--- src/rtl/ptp_pkg.sv ---
package ptp_pkg;
  // kinds of protection bit held per region, in vector slice order
  typedef enum logic [1:0] {
    KIND_WRT  = 2'd0,
    KIND_RD   = 2'd1,
    KIND_CP   = 2'd2
  } prot_kind_e;
  localparam int KINDS = 3;
endpackage

--- src/rtl/ptp_region_decode.sv ---
module ptp_region_decode #(
  parameter int ADDR_W     = 21,
  parameter int NBLK       = 4,
  parameter int BOOT_BYTES = 512,
  parameter int LOG_BIG    = 14,
  parameter int LOG_SMALL  = 13,
  parameter int RIDX_W     = 3
) (
  input  logic [ADDR_W-1:0] addr_i,
  input  logic              small_i,
  output logic              hit_o,
  output logic [RIDX_W-1:0] idx_o
);
  logic [ADDR_W-1:0] blk;

  always_comb begin
    blk   = small_i ? (addr_i >> LOG_SMALL) : (addr_i >> LOG_BIG);
    hit_o = 1'b0;
    idx_o = '0;
    if (addr_i < ADDR_W'(BOOT_BYTES)) begin
      hit_o = 1'b1;
    end else if (blk < ADDR_W'(NBLK)) begin
      hit_o = 1'b1;
      idx_o = RIDX_W'(blk + ADDR_W'(1));
    end
  end
endmodule

--- src/rtl/ptp_cfg_store.sv ---
module ptp_cfg_store
  import ptp_pkg::*;
#(
  parameter int NREG   = 5,
  parameter int RIDX_W = 3,
  parameter int CFG_W  = KINDS * NREG
) (
  input  logic              clk,
  input  logic              rst_n,
  input  logic              we_i,
  input  logic [CFG_W-1:0]  wdata_i,
  input  logic              erase_i,
  input  logic              erase_all_i,
  input  logic [RIDX_W-1:0] erase_sel_i,
  output logic [CFG_W-1:0]  cfg_q
);
  logic [CFG_W-1:0] set_mask;
  logic [CFG_W-1:0] cfg_d;
  logic             cfg_en;

  // one set bit per kind at the selected region
  always_comb begin
    set_mask = '0;
    if (erase_all_i) begin
      set_mask = '1;
    end else if (int'(erase_sel_i) < NREG) begin
      for (int k = 0; k < KINDS; k++) begin
        set_mask[k*NREG + int'(erase_sel_i)] = 1'b1;
      end
    end
  end

  always_comb begin
    cfg_en = erase_i | we_i;
    cfg_d  = cfg_q;
    if (erase_i)   cfg_d = cfg_q | set_mask;
    else if (we_i) cfg_d = cfg_q & wdata_i;
  end

  always_ff @(posedge clk or negedge rst_n) begin
    if (!rst_n)      cfg_q <= '1;
    else if (cfg_en) cfg_q <= cfg_d;
  end
endmodule

--- src/rtl/ptp_access_gate.sv ---
module ptp_access_gate
  import ptp_pkg::*;
#(
  parameter int NREG   = 5,
  parameter int RIDX_W = 3,
  parameter int DATA_W = 8,
  parameter int CFG_W  = KINDS * NREG
) (
  input  logic [CFG_W-1:0]  cfg_i,
  input  logic              pc_hit_i,
  input  logic [RIDX_W-1:0] pc_idx_i,
  input  logic              tb_hit_i,
  input  logic [RIDX_W-1:0] tb_idx_i,
  input  logic              ext_i,
  input  logic              valid_i,
  input  logic              write_i,
  input  logic [DATA_W-1:0] mem_rdata_i,
  output logic              wr_allow_o,
  output logic [DATA_W-1:0] rd_data_o
);
  logic [NREG-1:0] kind_v [KINDS];
  logic wrt_b, rd_b, cp_b, same_reg, wr_ok, rd_ok;

  for (genvar k = 0; k < KINDS; k++) begin : g_kind
    assign kind_v[k] = cfg_i[k*NREG +: NREG];
  end

  always_comb begin
    wrt_b    = kind_v[KIND_WRT][tb_idx_i];
    rd_b     = kind_v[KIND_RD][tb_idx_i];
    cp_b     = kind_v[KIND_CP][tb_idx_i];
    same_reg = pc_hit_i && (pc_idx_i == tb_idx_i);
    if (!tb_hit_i) begin
      wr_ok = 1'b1;
      rd_ok = 1'b1;
    end else if (ext_i) begin
      wr_ok = cp_b;
      rd_ok = cp_b;
    end else begin
      wr_ok = wrt_b;
      rd_ok = rd_b | same_reg;
    end
    wr_allow_o = valid_i & write_i & wr_ok;
    rd_data_o  = (valid_i & ~write_i & rd_ok) ? mem_rdata_i : '0;
  end
endmodule

--- src/rtl/ptp_table_guard.sv ---
module ptp_table_guard
  import ptp_pkg::*;
#(
  parameter int ADDR_W     = 21,
  parameter int DATA_W     = 8,
  parameter int NBLK       = 4,
  parameter int BOOT_BYTES = 512,
  parameter int LOG_BIG    = 14,
  parameter int LOG_SMALL  = 13,
  localparam int NREG      = NBLK + 1,
  localparam int RIDX_W    = $clog2(NREG),
  localparam int CFG_W     = KINDS * NREG
) (
  input  logic              clk,
  input  logic              rst_n,
  input  logic              blk8k_i,
  input  logic              src_ext_i,
  input  logic              acc_valid_i,
  input  logic              acc_write_i,
  input  logic [ADDR_W-1:0] pc_i,
  input  logic [ADDR_W-1:0] tblptr_i,
  input  logic [DATA_W-1:0] mem_rdata_i,
  output logic              wr_allow_o,
  output logic [DATA_W-1:0] rd_data_o,
  input  logic              cfg_we_i,
  input  logic [CFG_W-1:0]  cfg_wdata_i,
  input  logic              erase_i,
  input  logic              erase_all_i,
  input  logic [RIDX_W-1:0] erase_sel_i,
  output logic [CFG_W-1:0]  cfg_q_o
);
  logic              pc_hit, tb_hit;
  logic [RIDX_W-1:0] pc_idx, tb_idx;
  logic              erase_ok;

  assign erase_ok = erase_i & src_ext_i;

  ptp_region_decode #(
    .ADDR_W(ADDR_W), .NBLK(NBLK), .BOOT_BYTES(BOOT_BYTES),
    .LOG_BIG(LOG_BIG), .LOG_SMALL(LOG_SMALL), .RIDX_W(RIDX_W)
  ) u_pc_dec (
    .addr_i(pc_i), .small_i(blk8k_i), .hit_o(pc_hit), .idx_o(pc_idx)
  );

  ptp_region_decode #(
    .ADDR_W(ADDR_W), .NBLK(NBLK), .BOOT_BYTES(BOOT_BYTES),
    .LOG_BIG(LOG_BIG), .LOG_SMALL(LOG_SMALL), .RIDX_W(RIDX_W)
  ) u_tb_dec (
    .addr_i(tblptr_i), .small_i(blk8k_i), .hit_o(tb_hit), .idx_o(tb_idx)
  );

  ptp_cfg_store #(.NREG(NREG), .RIDX_W(RIDX_W), .CFG_W(CFG_W)) u_cfg (
    .clk(clk), .rst_n(rst_n), .we_i(cfg_we_i), .wdata_i(cfg_wdata_i),
    .erase_i(erase_ok), .erase_all_i(erase_all_i),
    .erase_sel_i(erase_sel_i), .cfg_q(cfg_q_o)
  );

  ptp_access_gate #(
    .NREG(NREG), .RIDX_W(RIDX_W), .DATA_W(DATA_W), .CFG_W(CFG_W)
  ) u_gate (
    .cfg_i(cfg_q_o), .pc_hit_i(pc_hit), .pc_idx_i(pc_idx),
    .tb_hit_i(tb_hit), .tb_idx_i(tb_idx), .ext_i(src_ext_i),
    .valid_i(acc_valid_i), .write_i(acc_write_i),
    .mem_rdata_i(mem_rdata_i), .wr_allow_o(wr_allow_o), .rd_data_o(rd_data_o)
  );
endmodule

--- config.mk ---
export PLATFORM = sky130hd
export DESIGN_NAME = ptp_table_guard
export DESIGN_NICKNAME = d
export VERILOG_FILES = /design/src/rtl/ptp_pkg.sv /design/src/rtl/ptp_region_decode.sv /design/src/rtl/ptp_cfg_store.sv /design/src/rtl/ptp_access_gate.sv /design/src/rtl/ptp_table_guard.sv
export SDC_FILE = /design/constraint.sdc
export NUM_CORES = 1
export LEC_CHECK = 0
export BUFFER_PORTS_ARGS = -buffer_cell sky130_fd_sc_hd__buf_2
export CAP_MARGIN = 25
export CORE_MARGIN = 2
export CORE_UTILIZATION = 42
export DETAILED_ROUTE_END_ITERATION = 10
export PLACE_DENSITY = 0.81
export SLEW_MARGIN = 20
export SYNTH_ARGS = -nofsm -noshare
export SYNTH_HDL_FRONTEND = slang
export SYNTH_SLANG_ARGS = --single-unit
export TNS_END_PERCENT = 1
--- constraint.sdc ---
create_clock -name clk -period 3.84 [get_ports clk]
set_input_delay 0.576 -clock clk [delete_from_list [all_inputs] [get_ports clk]]
set_output_delay 0.576 -clock clk [all_outputs]
set_load 0.01 [all_outputs]
==> results.py <==
metrics = {
    "power_and_ir_drop": {
        "p_clk_share_pct": 16.5,
        "power_density_nw_per_um2": 267.1,
        "p_int_mw": 0.3431,
        "vdd_ir_drop_max_mv": 0.2417,
        "leakagePower_nw": 0.9115,
        "power_frac_seq_pct": 41.8,
        "combPwrFrac_pct": 41.7,
        "p_sw_mw": 0.1913,
        "switching_share_pct": 35.80,
    },
    "die": {
        "start_util_pct": 44.11,
        "placementRows": 21,
        "die-area_um2": 4053,
        "ios": 101,
        "die_h_um": 63.67,
        "coreArea_um2": 3390,
        "die_w_um": 63.67,
    },
    "clock_tree": {
        "clk_latency_ns": 0.27,
        "cts.reportedPaths.clkPinSlew_ns": 0.09,
        "hold_buffers": 0,
        "clk_path_buf_depth": 2,
        "cts_tree": "yes",
        "htreeDepth": 1,
        "tritoncts.num_buffers": 3,
        "clkSinkCount": 15,
        "cts-root-buf": "clkbuf_4",
    },
    "yosys": {
        "yosys_warnings": 0,
        "synthArstFlopShare_pct": 100.0,
        "postSynthCellCount": 196,
        "syn_nets": 280,
        "ys_types": 41,
        "synth-seq-cells": 15,
        "ys.flop_type": "dfstp_2",
        "ys_seq_area_share_pct": 26.36,
        "synthesis.area_um2": 1495,
        "synth-edff-count": 0,
        "syn_avg_cell_area_um2": 7.628,
    },
    "global_routing": {
        "antenna_found_initial": 0,
        "grt_first_pass_wirelength_um": 7479,
        "grt_pass1_vias": 1677,
        "gr-usage-all-layers_pct": 22.17,
        "grt_max_degree": 17,
        "grt_overflow_total": 0,
    },
    "placed_design": {
        "hpwl_um": 3496,
        "post-place-ws_ns": 0.1419,
        "gp_congestion": 0.8972,
        "portBuffers": 82,
    },
    "routing": {
        "wl_per_cell_um": 13.42,
        "wl_um": 4374,
        "post-route-drc-count": 0,
        "first_iter_violations": 64,
        "dr.pass1.iters": 4,
        "ant_nets": 0,
        "vias": 1825,
        "via_per_inst": 5.598,
    },
    "setup_path": {
        "criticalPathCategory": "in2out",
        "slowest_stage": "or4b_1",
        "crit_chain": "buf_2 > mux2_2 > ha_1 > xnor2_1 > o21ai_1 > a21oi_1 > or4b_1 > a31o_2 > a31oi_1 > buf_2",
        "critPathLaunch": "blk8k_i",
        "crit_top_cell": "buf_2",
        "critPathMaxStageDelay_ns": 0.51,
        "start_kind": "input pin",
        "end_kind": "output pin",
        "reg2reg_from": "u_cfg.cfg_q[10]",
        "path_delay_family": "compound AO/OA/AOI/OAI gates",
        "cp.arrival_ns": 3.00,
        "crit_required_ns": 3.26,
        "crit_fanout": 10,
        "path_buf_inv": 2,
        "ff2ff_path_depth": 2,
        "cp_num_cells": 10,
    },
    "timing": {
        "slew_viol_final": 0,
        "fmax_mhz": 279.4,
        "clock_skew_ns": 0,
        "post-route-period-util_pct": 93.19,
        "worst_slack_ns": 0.2614,
        "setup_tns_ns": 0,
        "slew_headroom_pct": 67.55,
        "layout_min_cycle_time_ns": 3.579,
        "rsz0062_at_grt": "no",
        "setup_viol": 0,
        "hold_violations": 0,
        "tightest_slew_ns": 0.4857,
    },
    "status": {
        "status": "finished, final reports clean",
    },
    "final_layout": {
        "reg_top3": "u_cfg.cfg_q: 15 flops",
        "drive_gt1_share_pct": 41.43,
        "largest_reg_flops": 15,
        "multi_input_area_um2": 1026,
        "nFillCells": 344,
        "regArea_um2": 394.1,
        "synthToLayoutAreaGrowth_pct": 33.81,
        "top_register": "u_cfg.cfg_q",
        "layout.nets": 365,
        "diodes": 0,
    },
    "flow_run": {
        "cap_violations": 0,
    },
    "hold_path": {
        "hold_path.class": "in2async",
    },
}
-- cell usage in the layout (no fill, tap or decap), types with 2 or more instances in the layout --
| cell | n |
|---|---|
| buf_2 | 82 |
| o21ai_0 | 34 |
| nand2_1 | 25 |
| a31oi_1 | 15 |
| dfstp_2 | 15 |
| nor2_1 | 14 |
| a21oi_1 | 9 |
| inv_1 | 8 |
| ha_1 | 7 |
| buf_4 | 7 |
| a221oi_1 | 6 |
| mux2_2 | 5 |
| nor3_1 | 5 |
| nor2b_1 | 4 |
| nor4_1 | 3 |
| nand3_1 | 3 |
| o22ai_1 | 3 |
| clkbuf_4 | 3 |
| mux2i_1 | 2 |
| xnor2_1 | 2 |
| a41oi_1 | 2 |
| nand3b_1 | 2 |
| o2bb2ai_1 | 2 |
| and4_1 | 2 |
| nand4_1 | 2 |
-- Yosys cell counts, drive strengths merged, types with 3 or more instances --
master  instances  area, µm²
a31oi          15      93.84
o21ai          35      175.2
o22ai           3      18.77
a21oi           9      45.04
nor2           14      52.55
inv             8      30.03
nand3           3      15.01
nor2b           4      25.02
ha              7      87.58
mux2i           3      42.54
dfstp          15      394.1
mux2            5      56.30
nor3            5      25.02
clkbuf          7      26.28
nor4            4      40.04
nand2          25      93.84
a221oi          6      52.55
-- cell type report --
class / count / share of cell area [%]
multi-input cells: 163 / 51.28
repair buffers: 89 / 23.14
flip-flops and latches: 15 / 19.70
well taps: 46 / 2.877
inverters: 9 / 1.689
clock buffers: 4 / 1.313
-- kinds of logic (layout without fill, tap and decap cells) --
family / Yosys count / count (layout) / synth area share, %
AOI/OAI and AO/OA: 79 / 79 / 32.14
muxes: 8 / 8 / 6.611
DFF: 15 / 15 / 26.36
adders and majority gates: 7 / 7 / 5.857
buffers and inverters: 18 / 102 / 5.021
xor gates and xnor gates: 3 / 3 / 1.758
and+or+nand+nor: 66 / 66 / 22.26
-- worst reg2reg max path, cell delays in order (launching register included) --
cell	delay, ns
dfstp_2	0.55
o21ai_0	0.10
o21ai_0	0.10
-- routing by layer --
| metal | routed length, µm | share of wire, % | vias to the layer above | GRT usage [%] |
|---|---|---|---|---|
| li1 | - | - | 913 | - |
| met1 | 1873 | 43 | 838 | 29.14 |
| met2 | 2215 | 51 | 68 | 38.55 |
| met3 | 242 | 5.5 | 6 | 3.036 |
| met4 | 43 | 0.98 | 0 | 4.620 |
| met5 | 0 | 0 | - | 0 |
-- power groups by stage --
| stage | Combinational, mW | Sequential [mW] | Clock [mW] |
|---|---|---|---|
| finish | 0.223 | 0.223 | 0.0881 |
| global route | 0.252 | 0.226 | 0.0997 |
| CTS | 0.222 | 0.223 | 0.0909 |
| detailed placement | 0.221 | 0.226 | 0 |
| global placement | 0.217 | 0.224 | 0 |
| floorplan | 0.112 | 0.233 | 0 |
-- worst paths after layout --
| kind | slack (ns) | to |
|---|---|---|
| setup reg to reg | 3.01 | u_cfg.cfg_q[10] |
| hold / removal | 0.45 | u_cfg.cfg_q[8] |
| hold reg to reg | 0.51 | u_cfg.cfg_q[13] |
| min in group clk | 0.51 | u_cfg.cfg_q[13] |
| max in group asynchronous | 3.35 | u_cfg.cfg_q[14] |
| setup / recovery | 0.26 | rd_data_o[6] |
-- through the flow --
step	power (mW)	util [%]	std cells	hold slack (ns)	instance area, µm²
6_report	0.5344	59.03	326	0.4505	2001
5_1_grt	0.5785	59.03	326	0.4931	2001
4_1_cts	0.5364	58.80	325	0.4676	1993
3_5_place_dp	0.4469	58.03	321	0.5019	1967
3_3_place_gp	0.4414	58.03	321	0.4955	1967
2_1_floorplan	0.3449	-	196	0.4282	1495
-- repair_timing --
action | CTS | global route
setup endpoints to repair | 0 | 8
resized for setup | 0 | 1
buffers inserted | 0 | 1
Power figures use the tool's default switching activity.
